**config.mk**
```make
export PLATFORM = sky130hd
export DESIGN_NAME = cop_link_ctrl
export DESIGN_NICKNAME = d
export VERILOG_FILES = /design/src/rtl/cop_link_pkg.sv /design/src/rtl/cop_addr_dec.sv /design/src/rtl/cop_err_latch.sv /design/src/rtl/cop_rst_pulse.sv /design/src/rtl/cop_link_ctrl.sv
export SDC_FILE = /design/constraint.sdc
export NUM_CORES = 1
export LEC_CHECK = 0
export BUFFER_PORTS_ARGS = -buffer_cell sky130_fd_sc_hd__buf_2
export CORE_AREA = 2 2 39 41
export DETAILED_ROUTE_END_ITERATION = 8
export DIE_AREA = 0 0 41 43
export PLACE_DENSITY_LB_ADDON = 0.05
export SETUP_SLACK_MARGIN = 0.02
export SYNTH_ARGS = -nofsm -noshare
export SYNTH_HDL_FRONTEND = slang
export SYNTH_SLANG_ARGS = --single-unit
```
**constraint.sdc**
```tcl
create_clock -name clk -period 1.5 [get_ports clk]
set_clock_uncertainty 0.2 [all_clocks]
set_input_delay 0.3 -clock clk [delete_from_list [all_inputs] [get_ports clk]]
set_output_delay 0.3 -clock clk [all_outputs]
set_load 0.1 [all_outputs]
```
**src/rtl/cop_link_pkg.sv**
```systemverilog
package cop_link_pkg;

  // True when the upper address bits match the window base, i.e. the address
  // lies inside an aligned window of 2**span_log2 ports.
  function automatic logic in_window(input logic [15:0] addr,
                                     input logic [15:0] base,
                                     input int unsigned span_log2);
    logic [15:0] mask;
    mask = 16'hFFFF << span_log2;
    return (addr & mask) == (base & mask);
  endfunction

endpackage

```
**src/rtl/cop_addr_dec.sv**
```systemverilog
module cop_addr_dec #(
  parameter int unsigned ADDR_W    = 10,
  parameter int unsigned SEL_LOG2  = 3,
  parameter logic [ADDR_W-1:0] SEL_BASE = 'h0F8,
  parameter logic [ADDR_W-1:0] CLR_PORT = 'h0F0,
  parameter logic [ADDR_W-1:0] RST_PORT = 'h0F1
) (
  input  logic              clk,
  input  logic              rst,
  input  logic [ADDR_W-1:0] addr,
  input  logic              wr,
  output logic              sel_q,
  output logic              clr_hit,
  output logic              rst_hit
);
  import cop_link_pkg::*;

  localparam int unsigned PAD_W = 16 - ADDR_W;

  logic sel_d;

  always_comb begin
    sel_d   = in_window({{PAD_W{1'b0}}, addr}, {{PAD_W{1'b0}}, SEL_BASE}, SEL_LOG2);
    rst_hit = wr && (addr == RST_PORT);
    clr_hit = wr && ((addr == CLR_PORT) || (addr == RST_PORT));
  end

  always_ff @(posedge clk) begin
    if (rst) sel_q <= 1'b0;
    else     sel_q <= sel_d;
  end

  // any reset-port write is also a clear-port write
  a_r5_rst_port_clears: assert property (@(posedge clk) disable iff (rst)
    rst_hit |-> clr_hit);
  // chip select low after reset
  a_r7_sel_reset: assert property (@(posedge clk) rst |=> !sel_q);

endmodule

```
**src/rtl/cop_err_latch.sv**
```systemverilog
module cop_err_latch (
  input  logic clk,
  input  logic rst,
  input  logic busy_n_in,
  input  logic err_n_in,
  input  logic clr,
  output logic cpu_busy_n,
  output logic irq
);
  logic fault_q;
  logic fault_d;
  logic set_c;

  always_comb begin
    set_c   = !err_n_in && !busy_n_in;
    fault_d = set_c || (fault_q && !clr);   // set has priority over clear
  end

  always_ff @(posedge clk) begin
    if (rst) begin
      fault_q    <= 1'b0;
      cpu_busy_n <= 1'b1;
    end else begin
      fault_q    <= fault_d;
      cpu_busy_n <= busy_n_in && !fault_d;
    end
  end

  assign irq = fault_q;

  a_r3_fault_sets: assert property (@(posedge clk) disable iff (rst)
    (!err_n_in && !busy_n_in) |=> (irq && !cpu_busy_n));
  a_r4_idle_err_ignored: assert property (@(posedge clk) disable iff (rst)
    (busy_n_in && !irq) |=> !irq);
  a_r5_clear: assert property (@(posedge clk) disable iff (rst)
    (clr && !(!err_n_in && !busy_n_in)) |=> !irq);
  a_r6_hold: assert property (@(posedge clk) disable iff (rst)
    (irq && !clr) |=> irq);
  a_r3_irq_implies_busy: assert property (@(posedge clk) disable iff (rst)
    irq |-> !cpu_busy_n);
  a_r7_latch_reset: assert property (@(posedge clk)
    rst |=> (!irq && cpu_busy_n));

endmodule

```
**src/rtl/cop_rst_pulse.sv**
```systemverilog
module cop_rst_pulse #(
  parameter int unsigned RST_CYC = 6
) (
  input  logic clk,
  input  logic rst,
  input  logic kick,
  output logic cop_rst
);
  localparam int unsigned CNT_W = $clog2(RST_CYC + 1);
  localparam logic [CNT_W-1:0] LOAD = CNT_W'(RST_CYC - 1);

  logic [CNT_W-1:0] cnt_q;

  always_ff @(posedge clk) begin
    if (rst) begin
      cnt_q   <= '0;
      cop_rst <= 1'b1;
    end else if (kick) begin
      cnt_q   <= LOAD;
      cop_rst <= 1'b1;
    end else if (cnt_q != '0) begin
      cnt_q   <= cnt_q - 1'b1;
      cop_rst <= 1'b1;
    end else begin
      cop_rst <= 1'b0;
    end
  end

  // Independent run-length counter for the checks below
  logic [CNT_W:0] run_q;
  always_ff @(posedge clk) begin
    if (rst || !cop_rst || kick) run_q <= '0;
    else                         run_q <= run_q + 1'b1;
  end

  a_r8_kick_starts: assert property (@(posedge clk) disable iff (rst)
    kick |=> cop_rst);
  a_r8_no_overrun: assert property (@(posedge clk) disable iff (rst)
    cop_rst |-> (run_q < (CNT_W+1)'(RST_CYC)));
  a_r7_rst_holds: assert property (@(posedge clk) rst |=> cop_rst);

endmodule

```
**src/rtl/cop_link_ctrl.sv**
```systemverilog
module cop_link_ctrl #(
  parameter int unsigned ADDR_W   = 10,
  parameter int unsigned SEL_LOG2 = 3,
  parameter logic [ADDR_W-1:0] SEL_BASE = 'h0F8,
  parameter logic [ADDR_W-1:0] CLR_PORT = 'h0F0,
  parameter logic [ADDR_W-1:0] RST_PORT = 'h0F1,
  parameter int unsigned RST_CYC  = 6
) (
  input  logic              clk,
  input  logic              rst,
  input  logic [ADDR_W-1:0] io_addr,
  input  logic              io_wr,
  input  logic              cop_busy_n,
  input  logic              cop_err_n,
  output logic              cop_sel,
  output logic              cpu_busy_n,
  output logic              irq,
  output logic              cop_rst
);
  logic clr_hit;
  logic rst_hit;

  cop_addr_dec #(
    .ADDR_W(ADDR_W), .SEL_LOG2(SEL_LOG2), .SEL_BASE(SEL_BASE),
    .CLR_PORT(CLR_PORT), .RST_PORT(RST_PORT)
  ) u_dec (
    .clk(clk), .rst(rst), .addr(io_addr), .wr(io_wr),
    .sel_q(cop_sel), .clr_hit(clr_hit), .rst_hit(rst_hit)
  );

  cop_err_latch u_lat (
    .clk(clk), .rst(rst), .busy_n_in(cop_busy_n), .err_n_in(cop_err_n),
    .clr(clr_hit), .cpu_busy_n(cpu_busy_n), .irq(irq)
  );

  cop_rst_pulse #(.RST_CYC(RST_CYC)) u_pls (
    .clk(clk), .rst(rst), .kick(rst_hit), .cop_rst(cop_rst)
  );

  // a write to the clear-only port must not start a reset pulse
  a_r8_clr_no_pulse: assert property (@(posedge clk) disable iff (rst)
    (io_wr && io_addr == CLR_PORT && !cop_rst) |=> !cop_rst);

endmodule

```
## After elaboration in Yosys (flattened, before gate mapping)

Index checks and enable logic that the tools add are counted.

- ROM bits: 0
- Latch bits: 0
- Flip-flop bits (word level): 7
- Memory bits (writable): 0
- Memories: 0
- Bits of input ports: 15

- Reductions and logical operators: 14
- Bitwise operators: 0
- $lt $le $gt $ge: 0
- Multipliers: 0
- Equal/unequal tests: 3
- Shifts and indexed selects: 0
- Div/mod/pow operators: 0
- Add/subtract/negate cells: 1
- Multiplexer cells: 3

Operators by type and width:

| kind | count |
|---|---|
| equality test 10 x 8 -> 1 bit, second input constant | 2 |
| equality test 7 x 5 -> 1 bit, second input constant | 1 |
| 2-to-1 mux 3 bit | 2 |
| logical AND 1 bit | 5 |
| logical NOT 1 bit | 4 |
| nonzero test 3 bit | 1 |
| subtractor 3 x 1 -> 3 bit, second input constant | 1 |
| logical OR 1 bit | 2 |
| nonzero test 2 bit | 1 |
| OR reduction 2 bit | 1 |
| 2-to-1 mux 1 bit | 1 |

## Depth between registers and ports, before layout

- Depth after elaboration: 8
- Depth in mapped cells: 5
- Depth with buffers taken out: 5

## Hierarchy

From an unflattened synthesis, not the netlist that was laid out.

- Cell total of the unflattened synthesis: 34
- Area, all modules: 359.1 µm²

By module, submodules not included:

| module | seq. area each (µm²) | area an instance (µm²) | cells each | times used |
|---|---|---|---|---|
| cop_rst_pulse | 80.1 | 193.9 | 20 | 1 |
| cop_addr_dec | 20.0 | 87.6 | 8 | 1 |
| cop_err_latch | 40.0 | 77.6 | 6 | 1 |

## Worst setup path after synthesis

No wires, ideal clock.

- Path type: register to register
- From: register u_lat.fault_q, in the netlist u_lat.irq
- To: register u_lat.cpu_busy_n
- Library setup time: 0.114 ns
- Period minus slack after synthesis: 1.700 ns
- Path slack: -0.200 ns
- Cell stages (with the launch flop): 4
- Arrival: 1.386 ns
- Required time: 1.186 ns
- Path buffers: 0
- Cell sequence: dfxtp_1 -> inv_1 -> a31o_1 -> a21o_1

- Cells in the longest elaborated chain, start to end: 4

Ends and longest elaborated chain:

| item | RTL line | source |
|---|---|---|
| start: declaration | cop_err_latch.sv:10 | `logic fault_q;` |
| start signal: assignment | cop_err_latch.sv:24 | `fault_q <= fault_d;` |
| logical AND 1 bit | cop_err_latch.sv:16 | `fault_d = set_c \|\| (fault_q && !clr);` |
| logical OR 1 bit | cop_err_latch.sv:16 |  |
| logical NOT 1 bit | cop_err_latch.sv:25 | `cpu_busy_n <= busy_n_in && !fault_d;` |
| logical AND 1 bit | cop_err_latch.sv:25 |  |
| end signal: assignment | cop_err_latch.sv:25 |  |
| end: declaration | cop_err_latch.sv:7 | `output logic cpu_busy_n,` |

Every way passes these cells.
A chain may end at the register's enable or synchronous reset.

## Worst setup path in the final report

- From: register u_pls.cnt_q[0]
- To: register u_pls.cnt_q[1]

- Cells in the longest elaborated chain, start to end: 1
- Elaborated cells between the ends (all ways): 2
- Classes of those cells: add/sub: 1; reduce/logical: 1

Ends and longest elaborated chain:

| item | RTL line | source |
|---|---|---|
| start: declaration | cop_rst_pulse.sv:12 | `logic [CNT_W-1:0] cnt_q;` |
| start signal: assignment | cop_rst_pulse.sv:22 | `cnt_q <= cnt_q - 1'b1;` |
| subtractor 3 x 1 -> 3 bit / nonzero test 3 bit (equally long branches) | cop_rst_pulse.sv:22, cop_rst_pulse.sv:21 |  |

Several ways; a longest one is shown, not always the timed one.

==> qor.txt <==
Starting density of the core: 24.14%
Period minus WS final: 1363 ps
WP data required: 1490 ps
Max Fanout on Critical Path: 3
Critical path arrival: 1350 ps
Placed insts: 64
Cell accounting for the most synthesized area: dfxtp_1
Post-synthesis sequential area ratio: 41.95%
CTS Hold Buffers Added: 0
CTS Buffer Depth: 2
Final Hold Fails: 0
Post-synth top area share: 41.95%
DR pass1 iterations: 2
First DRT Iteration DRCs: 1
Clock slew at reported path FFs: 50 ps
Power, Total: 843.4 uW
Vias in the first global route: 305
CTS Sinks: 7
Slew Viols, Final: 0
Vias post-DR: 302
Util after Layout: 38.43%
RSZ-0062 raised after global routing: false
Residual DRC: 0
Nets: 70
Slew of the pin with the lowest slew margin: 239.2 ps
R2R Setup Slk: 140 ps
Core area: 1384 um2
Area delta synth->final: 59.18%
Crit share post-route: 90.86%
Leading cell type in the layout, fill and taps excluded: buf_2
CTS-repair resized insts: 0
H-tree depth reported by CTS: 1
Synth Register Bits: 7
Placer Congestion: 0.6078
Total congestion overflow: 0
Setup bufs post-CTS: 0
ANT cells: 0
Setup CP Type: flip-flop to flip-flop
Startpoint types: flip-flop
Top Ports: 19
F_max: 733.7 MHz
CP Capture Type: flip-flop
Max-cap violations: 0
DIE HEIGHT: 43 um
Avg WL per Cell: 9.868 um
Pleak: 0.2664 nW
Mean Syn Cell Area: 11.14 um2
Initial antenna violation count: 0
First-pass GRT wire length: 1255 um
Most frequent cells in the layout: 14 x buf_2, 6 x dfxtp_1, 4 x buf_12
Setup TNS: 0 ps
Count of buffers from port buffering: 18
Synth unique cells: 18
Syn nets: 47
DIE AREA: 1763 um2
Global Route Usage Sum: 10.87%
Layout cells sized above 1: 51.92%
Num rows: 14
Antenna Nets Post-Route: 0
Synth top area cells: dfxtp_1 42%, ha_1 7.5%, nor4b_4 7.1%, mux2i_1 6.0%, a21oi_1 4.5%
Clock root buffer master: clkbuf_4
Routed vias/inst: 4.441
DIE WIDTH: 41 um
Peak supply drop: 0.0004429 V
Clk_lat worst skew: 240 ps
Outcome: finished, final reports clean
Layout Cells excl Fill: 68
Cells after Synth: 30
CTS tree: done
Warnings from Yosys: 0
PwrDens: 1586 nW/um2
Filler cell count: 142
Slew HR: 83.99%
Worst Hold Class: primary input to flip-flop
Cell Area, Synth: 334.1 um2
Pin count of the biggest net entering global routing: 8
Total CTS buffers: 3
Final wirelength: 671 um
Final setup viols: 0
-- final timing paths --
check,startpoint,to,cells after the start
max,u_pls.cnt_q[0],u_pls.cnt_q[1],5
min,cop_busy_n,u_lat.cpu_busy_n,2
max reg2reg,u_pls.cnt_q[0],u_pls.cnt_q[1],5
min reg2reg,u_pls.cnt_q[0],u_pls.cnt_q[0],2
-- layout make-up --
| type | instances | area, um2 | share of cell area (%) |
|---|---|---|---|
| multi-input cells | 20 | 182.7 | 34.35 |
| clock buffers | 4 | 26.28 | 4.941 |
| flip-flops and latches | 7 | 141.4 | 26.59 |
| well taps | 16 | 20.02 | 3.765 |
| repair buffers | 18 | 150.1 | 28.24 |
| inverters | 3 | 11.26 | 2.118 |
-- kinds of logic after synthesis --
kind of cell | after synthesis | share of synthesized area (%)
AOI/OAI and AO/OA | 5 | 9.363
xor gates and xnor gates | 1 | 2.622
adders and majority gates | 2 | 7.489
buffers and inverters | 3 | 3.371
DFF | 7 | 41.95
muxes | 2 | 5.993
and+or+nand+nor | 10 | 29.22
-- where the power goes --
| part | leakage, nW | switching (mW) | internal, mW |
|---|---|---|---|
| Clock | 0.0150 | 0.0654 | 0.101 |
| Sequential | 0.0583 | 0.0306 | 0.238 |
| Combinational | 0.193 | 0.226 | 0.182 |
-- metal layers --
metal  wire [um]  part of all wire, %  up-vias  track usage (%)
met5           0                    0        -                0
met4           0                    0        0            6.000
met3          76                   11        0            6.283
met2         348                   52       14            17.19
met1         247                   37      137            10.36
li1            -                    -      151                -
-- synthesized netlist by cell type (all sizes together) --
master	number
dfxtp	7
a21oi	3
inv	3
ha	2
mux2i	2
nor2	2
a21o	1
a31o	1
and3b	1
and4	1
and4b	1
nand2b	1
nand4	1
nor4b	1
or2	1
or3b	1
xnor2	1
-- sequential cells by signal, summed over array words and instances, names as in the netlist --
register,cells
u_dec.sel_q,1
u_lat.cpu_busy_n,1
u_pls.cop_rst,1
u_pls.cnt_q,3
u_lat.irq,1
-- critical path, stage by stage, from the launching register on --
cell      delay [ps]
dfxtp_1          340
inv_1             70
ha_1             210
nand2b_1         140
mux2i_1          190
and3b_1          160
-- metrics by stage --
step           hold slack [ps]  cell area (um2)  setup WS [ps]
2_1_floorplan            161.7            335.3          91.02
5_1_grt                  47.88            531.8          38.34
3_3_place_gp             304.8            505.5          124.7
4_1_cts                  49.05            531.8          123.5
6_report                 57.80            531.8          137.1
3_5_place_dp             315.0            505.5          97.49
No activity file was read; power rests on OpenSTA's default activity.
